===== src/rtl/mdio_pkg.sv =====
// Shared constants for the management master: frame sizes and
// command-word field positions. Assumes clause-22 framing only.
package mdio_pkg;
    localparam int PRE_LEN    = 32;
    localparam int FRM_LEN    = 32;
    localparam int SHIFT_W    = PRE_LEN + FRM_LEN;
    localparam int LEFT_W     = $clog2(SHIFT_W + 1);
    localparam int DATA_W     = 16;
    localparam int ADDR_W     = 5;
    localparam int RELEASE_N  = DATA_W + 2;
    localparam int CMD_W      = 12;
    localparam int CMD_REG_LSB = 0;
    localparam int CMD_PHY_LSB = 5;
    localparam int CMD_RD_BIT  = 10;
    localparam int CMD_WR_BIT  = 11;
    localparam logic [1:0] SOF_BITS = 2'b01;
    localparam logic [1:0] OP_RD    = 2'b10;
    localparam logic [1:0] OP_WR    = 2'b01;
    localparam logic [1:0] TA_WR    = 2'b10;
endpackage


===== src/rtl/mdio_clkgen.sv =====
// Management clock generator. While run is high it toggles mdc every
// half_cyc system cycles, starting low. rise and fall flag the cycle
// whose clock edge makes mdc go high or low. Assumes half_cyc >= 1.
module mdio_clkgen #(
    parameter int DIV_W = 8
) (
    input  logic             clk,
    input  logic             rst_n,
    input  logic             run,
    input  logic [DIV_W-1:0] half_cyc,
    output logic             mdc,
    output logic             rise,
    output logic             fall
);
    logic [DIV_W-1:0] cnt;
    logic             tick;

    assign tick = run && (cnt == half_cyc - 1'b1);
    assign rise = tick && !mdc;
    assign fall = tick && mdc;

    // half-period counter and mdc toggle
    always_ff @(posedge clk) begin
        if (!rst_n || !run) begin
            cnt <= '0;
            mdc <= 1'b0;
        end else if (tick) begin
            cnt <= '0;
            mdc <= !mdc;
        end else begin
            cnt <= cnt + 1'b1;
        end
    end


    mdc_idle_low_chk: assert property (@(posedge clk) disable iff (!rst_n)
        !run |=> !mdc);
endmodule


===== src/rtl/mdio_frame.sv =====
// Frame engine. When start arrives it loads the full frame into a shift
// register. The register advances on each fall flag. On a read, the
// engine captures mdio_i on each rise flag over the last 16 bits. done
// pulses with the final fall. Assumes start is given only while idle.
module mdio_frame
    import mdio_pkg::*;
(
    input  logic              clk,
    input  logic              rst_n,
    input  logic              start,
    input  logic              is_read,
    input  logic [ADDR_W-1:0] phy,
    input  logic [ADDR_W-1:0] regad,
    input  logic [DATA_W-1:0] wdata,
    input  logic              skip_pre,
    input  logic              rise,
    input  logic              fall,
    input  logic              mdio_i,
    output logic              active,
    output logic              done,
    output logic              mdio_o,
    output logic              mdio_oe,
    output logic [DATA_W-1:0] rdata
);
    logic [SHIFT_W-1:0] sh;
    logic [LEFT_W-1:0]  left;
    logic               rd;
    logic [FRM_LEN-1:0] body;

    assign body = {SOF_BITS, is_read ? OP_RD : OP_WR, phy, regad,
                   is_read ? 2'b00 : TA_WR,
                   is_read ? {DATA_W{1'b0}} : wdata};

    assign done    = active && fall && (left == LEFT_W'(1));
    assign mdio_o  = active && sh[SHIFT_W-1];
    assign mdio_oe = active && (!rd || (left > LEFT_W'(RELEASE_N)));

    // frame load, bit advance and completion
    always_ff @(posedge clk) begin
        if (!rst_n) begin
            sh     <= '0;
            left   <= '0;
            rd     <= 1'b0;
            active <= 1'b0;
        end else if (start && !active) begin
            sh     <= skip_pre ? {body, {PRE_LEN{1'b0}}} : {{PRE_LEN{1'b1}}, body};
            left   <= skip_pre ? LEFT_W'(FRM_LEN) : LEFT_W'(SHIFT_W);
            rd     <= is_read;
            active <= 1'b1;
        end else if (active && fall) begin
            if (left == LEFT_W'(1)) begin
                active <= 1'b0;
            end
            sh   <= sh << 1;
            left <= left - 1'b1;
        end
    end

    // read capture on rising mdc over the data bits
    always_ff @(posedge clk) begin
        if (!rst_n) begin
            rdata <= '0;
        end else if (active && rd && rise && (left <= LEFT_W'(DATA_W))) begin
            rdata <= {rdata[DATA_W-2:0], mdio_i};
        end
    end


    mdio_edge_chk: assert property (@(posedge clk) disable iff (!rst_n)
        $past(active) && active && (mdio_o != $past(mdio_o)) |-> $past(fall));
endmodule


===== src/rtl/mdio_master.sv =====
// Top of the management master. Holds the control and data registers,
// decodes and accepts command words, and joins the clock generator to
// the frame engine. Register writes are ignored while busy.
module mdio_master
    import mdio_pkg::*;
#(
    parameter int DIV_W     = 8,
    parameter int DIV_RESET = 32
) (
    input  logic              clk,
    input  logic              rst_n,
    input  logic              cmd_we,
    input  logic [CMD_W-1:0]  cmd_wdata,
    input  logic              data_we,
    input  logic [DATA_W-1:0] data_wdata,
    input  logic              ctrl_we,
    input  logic              ctrl_skip_pre,
    input  logic [DIV_W-1:0]  ctrl_div,
    output logic              busy,
    output logic [DATA_W-1:0] data_q,
    output logic              mdc,
    input  logic              mdio_i,
    output logic              mdio_o,
    output logic              mdio_oe
);
    logic             skip_q;
    logic [DIV_W-1:0] div_q;
    logic [DIV_W-1:0] half_cyc;
    logic             accept;
    logic             want_rd;
    logic             want_wr;
    logic             rise;
    logic             fall;
    logic             done;
    logic             rd_q;
    logic [DATA_W-1:0] cap;

    assign want_rd  = cmd_wdata[CMD_RD_BIT];
    assign want_wr  = cmd_wdata[CMD_WR_BIT];
    assign accept   = cmd_we && !busy && (want_rd ^ want_wr);
    assign half_cyc = ((div_q >> 1) == '0) ? DIV_W'(1) : (div_q >> 1);

    // control register: divisor and preamble skip
    always_ff @(posedge clk) begin
        if (!rst_n) begin
            skip_q <= 1'b0;
            div_q  <= DIV_W'(DIV_RESET);
        end else if (ctrl_we && !busy) begin
            skip_q <= ctrl_skip_pre;
            div_q  <= ctrl_div;
        end
    end

    // direction of the running transaction
    always_ff @(posedge clk) begin
        if (!rst_n) begin
            rd_q <= 1'b0;
        end else if (accept) begin
            rd_q <= want_rd;
        end
    end

    // data register: software write when idle, read result at completion
    always_ff @(posedge clk) begin
        if (!rst_n) begin
            data_q <= '0;
        end else if (done && rd_q) begin
            data_q <= cap;
        end else if (data_we && !busy) begin
            data_q <= data_wdata;
        end
    end

    mdio_clkgen #(.DIV_W(DIV_W)) u_clk (
        .clk      (clk),
        .rst_n    (rst_n),
        .run      (busy),
        .half_cyc (half_cyc),
        .mdc      (mdc),
        .rise     (rise),
        .fall     (fall)
    );

    mdio_frame u_frm (
        .clk      (clk),
        .rst_n    (rst_n),
        .start    (accept),
        .is_read  (want_rd),
        .phy      (cmd_wdata[CMD_PHY_LSB +: ADDR_W]),
        .regad    (cmd_wdata[CMD_REG_LSB +: ADDR_W]),
        .wdata    (data_q),
        .skip_pre (skip_q),
        .rise     (rise),
        .fall     (fall),
        .mdio_i   (mdio_i),
        .active   (busy),
        .done     (done),
        .mdio_o   (mdio_o),
        .mdio_oe  (mdio_oe),
        .rdata    (cap)
    );


    accept_busy_chk: assert property (@(posedge clk) disable iff (!rst_n)
        cmd_we && !busy && (want_rd ^ want_wr) |=> busy);

    data_hold_chk: assert property (@(posedge clk) disable iff (!rst_n)
        $past(busy) && busy |-> $stable(data_q));

    idle_lines_chk: assert property (@(posedge clk) disable iff (!rst_n)
        !busy |-> !mdc && !mdio_oe);
endmodule


===== config.mk =====
export PLATFORM = sky130hd
export DESIGN_NAME = mdio_master
export DESIGN_NICKNAME = d
export VERILOG_FILES = /design/src/rtl/mdio_pkg.sv /design/src/rtl/mdio_clkgen.sv /design/src/rtl/mdio_frame.sv /design/src/rtl/mdio_master.sv
export SDC_FILE = /design/constraint.sdc
export NUM_CORES = 1
export LEC_CHECK = 0
export ABC_AREA = 1
export BUFFER_PORTS_ARGS = -buffer_cell sky130_fd_sc_hd__buf_2
export CORE_UTILIZATION = 49
export CTS_BUF_LIST = sky130_fd_sc_hd__clkbuf_16
export DETAILED_ROUTE_END_ITERATION = 7
export GPL_ROUTABILITY_DRIVEN = 0
export PLACE_DENSITY = 0.75
export SYNTH_ARGS = -nofsm -noshare
export SYNTH_HDL_FRONTEND = slang
export SYNTH_HIERARCHICAL = 1
export SYNTH_SLANG_ARGS = --single-unit

===== constraint.sdc =====
create_clock -name clk -period 4.2 [get_ports clk]
set_clock_uncertainty 0.15 [all_clocks]
set_input_delay 0.63 -clock clk [delete_from_list [all_inputs] [get_ports clk]]
set_output_delay 0.63 -clock clk [all_outputs]
set_load 0.05 [all_outputs]

# ---- Yosys cells after proc, flatten, opt, wreduce, memory -nomap -nowiden
# Cells that the tools add are included.
# Widths: inputs -> output; s select.
dict set report word_totals {
  regBits 124
  inputBits 43
  word_cells 62
}
dict set report classes {
  addsub 3
  order_cmp 2
  n_eq_ne 2
  muxes 15
  n_bitwise 1
  n_reduce_logical 28
}
# operator count
set ops {}
lappend ops {{$mux 64} 3}
lappend ops {{$mux 16} 3}
lappend ops {{$mux 7} 4}
lappend ops {{$logic_and 1x1->1} 16}
lappend ops {{$add 8x1->8 const B} 1}
lappend ops {{$eq 8x8->1} 1}
lappend ops {{$logic_not 8->1} 1}
lappend ops {{$sub 7x1->8 const B} 1}
lappend ops {{$eq 7x1->1 const B} 1}
lappend ops {{$gt 7x5->1 const B} 1}
lappend ops {{$le 7x5->1 const B} 1}
lappend ops {{$sub 7x1->7 const B} 1}
lappend ops {{$reduce_bool 2->1} 3}
lappend ops {{$logic_not 1->1} 4}
lappend ops {{$mux 2} 2}
lappend ops {{$mux 1} 3}
lappend ops {{$logic_or 1x1->1} 2}
lappend ops {{$reduce_and 2->1} 1}
lappend ops {{$reduce_or 2->1} 1}
lappend ops {{$xor 1x1->1} 1}

# ---- Logic depth before layout (Yosys ltp)
dict set report depth {
  depth_word 10
  ltp_mapped 24
  depth_no_buf 20
}

# ---- Cells and area by module
# Netlist, hierarchy kept.
# mod instances cells_per_inst area_per_inst_um2 seq_area_each_um2
set modules_own_cells {}
lappend modules_own_cells {mdio_frame 1 546 4063.9 1781.7}
lappend modules_own_cells {mdio_master 1 184 1292.5 500.5}
lappend modules_own_cells {mdio_clkgen 1 133 792.0 180.2}

# ---- Worst setup path before layout
# Ideal clock, no wire load.
dict set report synth_path {
  kind {reg-to-reg}
  from {register div_q[3]}
  to {register data_q[7]}
  setup_ns 0.119
  arrival_ns 2.801
  t_required_ns 3.931
  slack_ns 1.130
  stages_incl_launch_ff 25
  synth_period_minus_slack_ns 3.070
  path_cell_list {dfxtp_1 nor2_1 a31o_2 inv_2 ha_1 nand2_1 inv_1 nor2_1 nand2_1 nor2_2 nand2_1 nor2_2 nand4_1 inv_1 nand2_2 buf_2 clkbuf_1 nor2_1 buf_6 nand2_8 buf_8 nand2_1 nand2_1 nand2_1 a21oi_2}
}
dict set report synth_between {
  elab_chain_cells 10
}
# item line
set synth_lines {}
lappend synth_lines {{start: declaration} mdio_master.sv:27} ;# logic [DIV_W-1:0] div_q;
lappend synth_lines {{start signal: assignment} mdio_master.sv:47} ;# div_q <= DIV_W'(DIV_RESET);
lappend synth_lines {{start signal: assignment} mdio_master.sv:50} ;# div_q <= ctrl_div;
lappend synth_lines {{$logic_not 8->1 *} mdio_master.sv:41} ;# assign half_cyc = ((div_q >> 1) == '0) ? DIV_W'(1) : (div_q >> 1);
lappend synth_lines {{$mux 7 *} mdio_master.sv:41}
lappend synth_lines {{named net half_cyc[0]} mdio_master.sv:28} ;# logic [DIV_W-1:0] half_cyc;
lappend synth_lines {{$sub 7x1->8 *} mdio_clkgen.sv:18} ;# assign tick = run && (cnt == half_cyc - 1'b1);
lappend synth_lines {{$eq 8x8->1 *} mdio_clkgen.sv:18}
lappend synth_lines {{$logic_and 1x1->1 *} mdio_clkgen.sv:18}
lappend synth_lines {{$logic_and 1x1->1 *} mdio_clkgen.sv:20} ;# assign fall = tick && mdc;
lappend synth_lines {{named net fall} mdio_master.sv:33} ;# logic fall;
lappend synth_lines {{$logic_and 1x1->1 * (2 in a row)} mdio_frame.sv:34} ;# assign done = active && fall && (left == LEFT_W'(1));
lappend synth_lines {{named net done} mdio_master.sv:34} ;# logic done;
lappend synth_lines {{$logic_and 1x1->1 *} mdio_master.sv:67} ;# end else if (done && rd_q) begin
lappend synth_lines {{$mux 16 / $reduce_bool 2->1 (equally long branches)} n/a}
lappend synth_lines {{end signal: assignment} mdio_master.sv:68} ;# data_q <= cap;
lappend synth_lines {{end signal: assignment} mdio_master.sv:70} ;# data_q <= data_wdata;
lappend synth_lines {{end: declaration} mdio_master.sv:20} ;# output logic [DATA_W-1:0] data_q,
# Mark *: on every way through the listed nets, which the timed path passes. The rest lies on a longest branch.
# A chain may end at the register's enable or synchronous reset.

# ---- Worst setup path in the final report
dict set report layout_path {
  from {register div_q[3]}
  to {register data_q[1]}
}
# The elaborated chain is that of the path after synthesis.

==> impl_metrics.csv <==
group,metric,value,unit
cells_and_area,final_core_util,57.32,%
routing,postRouteAntennaNets,0,
clocking,clock-sinks,123,
yosys,yosys_most_used_dff,"dfxtp_1",
setup_path,crit_slowest_cell,"dfxtp_1",
yosys,seq_area_frac_synth,40.05,%
floorplan,core_area,12110,sq um
clocking,cts_buffer_depth,2,
clocking,numCtsBuffers,17,
setup_path,path_cells,"nor2_1 > a31o_2 > inv_2 > ha_1 > nand2_1 > inv_1 > nor2_1 > nand2_1 > nor2_2 > nand2_1 > nor2_2 > nand4_1 > inv_1 > nand2_2 > nor2_1 > buf_4 > nand2_8 > nand2_8 > nand2_1 > a21oi_1",
yosys,synth_edf_count,0,
cells_and_area,drive_gt1_share,15.47,%
floorplan,dieHeight,114.0,microns
setup_path,cp_num_cells,20,
timing,drv_slew,0,
routing,vias,5601,
routing,drc,0,
clocking,worst_skew_pair.late_latency,420,ps
timing,relSlewSlack,43.07,%
setup_path,r2r-start,"div_q[3]$_SDFFE_PN0P_",
setup_path,crit_path_start,"div_q[3]$_SDFFE_PN0P_",
power,combPwrFrac,12.0,%
setup_path,cpMostUsedCell,"nand2_1",
floorplan,num_rows,40,
timing,holdWs,257.0,ps
yosys,synthTopCellsByArea,"dfxtp_1 40%, nand2_1 11%, o21ai_0 9.2%, nor2_1 6.0%, a21oi_1 5.5%",
setup_path,endpoint,"data_q[1]$_SDFFE_PN0P_",
setup_path,start_kind,"flip-flop",
timing,hold_viol,0,
clocking,h-tree-depth,4,
power,power_density,452.3,nW/um^2
clocking,cts_tree,"yes",
yosys,yosysWarnings,6,
power,p_sw,849.6,uW
yosys,synth_top_cells_by_count,"176 x nand2_1, 123 x dfxtp_1, 113 x o21ai_0",
setup_path,crit_buf_inv,4,
timing,min_period,3365,ps
clocking,ctsResizeCount,0,
cells_and_area,layout.nets,940,
global_routing,grt_pass1_wl,23920,microns
global_routing,grt_overflow_total,0,
place,place_area,6344,sq um
yosys,synth.avg_cell_area,7.124,sq um
global_routing,antenna_found_initial,0,
setup_path,r2r_setup_slack,840,ps
clocking,cts.hold.buffers_added,0,
setup_path,required,4390,ps
power,power_frac_seq,41.0,%
power,power.internal,2290,uW
yosys,synthDominantCellAreaShare,40.05,%
power,leakage,0.002997,uW
routing,via_per_inst,5.220,
setup_path,max_stage_delay,460,ps
power,swShare,27.06,%
floorplan,die_w,114.0,microns
setup_path,critPathArrivalTime,3560,ps
routing,wl_per_cell,12.95,microns
yosys,ys_types,37,
yosys,synth_top_cell_by_area,"dfxtp_1",
yosys,ys_ff_latch,123,
setup_path,criticalPathCategory,"reg -> reg",
routing,first_iter_violations,519,
clocking,cts_root_buffer,"clkbuf_16",
cells_and_area,fillers,1171,
timing,rsz0062_at_grt,"no",
setup_path,r2r_end,"data_q[1]$_SDFFE_PN0P_",
clocking,path_clk_slew,60,ps
cells_and_area,syn_to_final_growth,12.92,%
timing,tightest_slew,853.0,ps
clocking,post_cts_buffers,0,
routing,drt_wl_total,13900,microns
cells_and_area,fin_area,6943,sq um
flow_run,maxCapViolCount,0,
place,portBuffers,61,
yosys,synthesis.instances,863,
floorplan,start_util,50.76,%
power,power_frac_clock,47.0,%
global_routing,grt_pass1_vias,5104,
yosys,yosysMostFrequentCell,"nand2_1",
routing,dr.pass1.iters,5,
timing,fin_crit_sh,80.11,%
hold_path,hold_path.class,"in -> reg",
timing,tns,0,ps
place,dp_hpwl,8820,microns
global_routing,grtUsageTotal,22.95,%
setup_path,reg2regPathDepth,20,
yosys,netlist_area,6148,sq um
run_status,status,"completed",
yosys,synthArstFlopShare,0,%
cells_and_area,diodes,0,
timing,max_freq,0.2972,GHz
setup_path,crit_family,"simple AND/OR/NAND/NOR gates",
setup_path,cp-end-kind,"flip-flop",
timing,setup_viol,0,
floorplan,ios,63,
global_routing,grt_max_degree,69,
setup_path,crit_path_max_fanout,33,
floorplan,die_area,13000,sq um
power,vdd_ir_drop_max,365.9,uV
==> worst min-delay path by stage <==
stage                              startpoint                        end  slack (ps)  cells past startpoint
floorplan           u_frm/sh[29]$_SDFFE_PN0P_  u_frm/sh[30]$_SDFFE_PN0P_         290                      2
global placement    u_frm/sh[31]$_SDFFE_PN0P_  u_frm/sh[31]$_SDFFE_PN0P_         300                      2
detailed placement  u_frm/sh[29]$_SDFFE_PN0P_  u_frm/sh[30]$_SDFFE_PN0P_         310                      2
CTS                               ctrl_div[5]      div_q[5]$_SDFFE_PN1P_         250                      3
global route                      ctrl_div[5]      div_q[5]$_SDFFE_PN1P_         270                      3
finish                            ctrl_div[5]      div_q[5]$_SDFFE_PN1P_         260                      3
==> placed cells by master, fill, tap and decap left out, types with 2 or more instances in the layout <==
master / count
xnor2_1: 3
nor3_1: 2
nand3_1: 59
buf_4: 5
nor2_2: 11
nand2_2: 6
nand3b_1: 16
nand2_4: 3
nand2_8: 3
a21oi_1: 68
inv_2: 8
nand2_1: 176
clkinv_4: 4
nor2_4: 5
clkinv_2: 5
dfxtp_1: 123
o21ai_0: 113
nand4_1: 6
a31oi_1: 15
conb_1: 2
clkbuf_16: 17
buf_2: 61
bufinv_16: 3
inv_1: 54
inv_6: 2
o21bai_1: 16
a21oi_2: 2
ha_1: 5
nor2_1: 99
xor2_1: 5
==> metrics by stage <==
| stage | power (uW) | std cells | setup WS, ps |
|---|---|---|---|
| 2_1_floorplan | 1606 | 864 | 1130 |
| 3_3_place_gp | 1678 | 1041 | 856.8 |
| 3_5_place_dp | 1684 | 1041 | 845.2 |
| 4_1_cts | 3156 | 1073 | 806.0 |
| 5_1_grt | 3275 | 1073 | 451.6 |
| 6_report | 3140 | 1073 | 835.4 |
==> power groups by stage <==
stage	Sequential [uW]	Combinational, uW	Clock (uW)
floorplan	1330	279	0
global placement	1310	367	0
detailed placement	1310	373	0
CTS	1290	375	1490
global route	1300	425	1550
finish	1290	375	1480
==> sequential cells by signal, summed over array words and instances (netlist names), 7 cells and up <==
signal,count
data_q,16
div_q,7
u_clk/cnt,8
u_frm/left,7
u_frm/rdata,16
u_frm/sh,64
==> layout make-up <==
type / count / area (sq um) / area share, %
Clock buffer: 17 / 425.4 / 6.127
Clock inverter: 15 / 173.9 / 2.505
Inverter: 63 / 237.7 / 3.424
Multi-Input combinational cell: 621 / 3090 / 44.51
Sequential cell: 123 / 2462 / 35.47
Tap cell: 168 / 210.2 / 3.028
Timing Repair Buffer: 66 / 342.8 / 4.938
==> cells by family after synthesis <==
logic type,count (synthesis),share of synthesized area [%]
flip-flops,123,40.05
XOR/XNOR,8,1.140
AO/OA/AOI/OAI,219,19.33
adder cells (fa/ha/maj),5,1.018
buffers and inverters,120,9.748
AND/OR/NAND/NOR,387,28.65
other,1,0.06099
==> worst reg2reg max path, stage by stage (launching register included) <==
cell     delay [ps]
dfxtp_1         460
nor2_1           80
a31o_2          290
inv_2            70
ha_1            240
nand2_1          60
inv_1            30
nor2_1           70
nand2_1          70
nor2_2          140
nand2_1          80
nor2_2          120
nand4_1         120
inv_1            90
nand2_2         160
nor2_1          160
buf_4           270
nand2_8         200
nand2_8         230
nand2_1          70
a21oi_1         130
==> layer usage <==
metal	vias to the layer above	share of wire, %	GRT usage (%)
met2	153	45	36.12
met1	2543	48	30.43
met5	-	0	0
met4	0	0.96	7.532
li1	2895	-	-
met3	10	5.9	6.217
(Power assumes the default switching activity.)
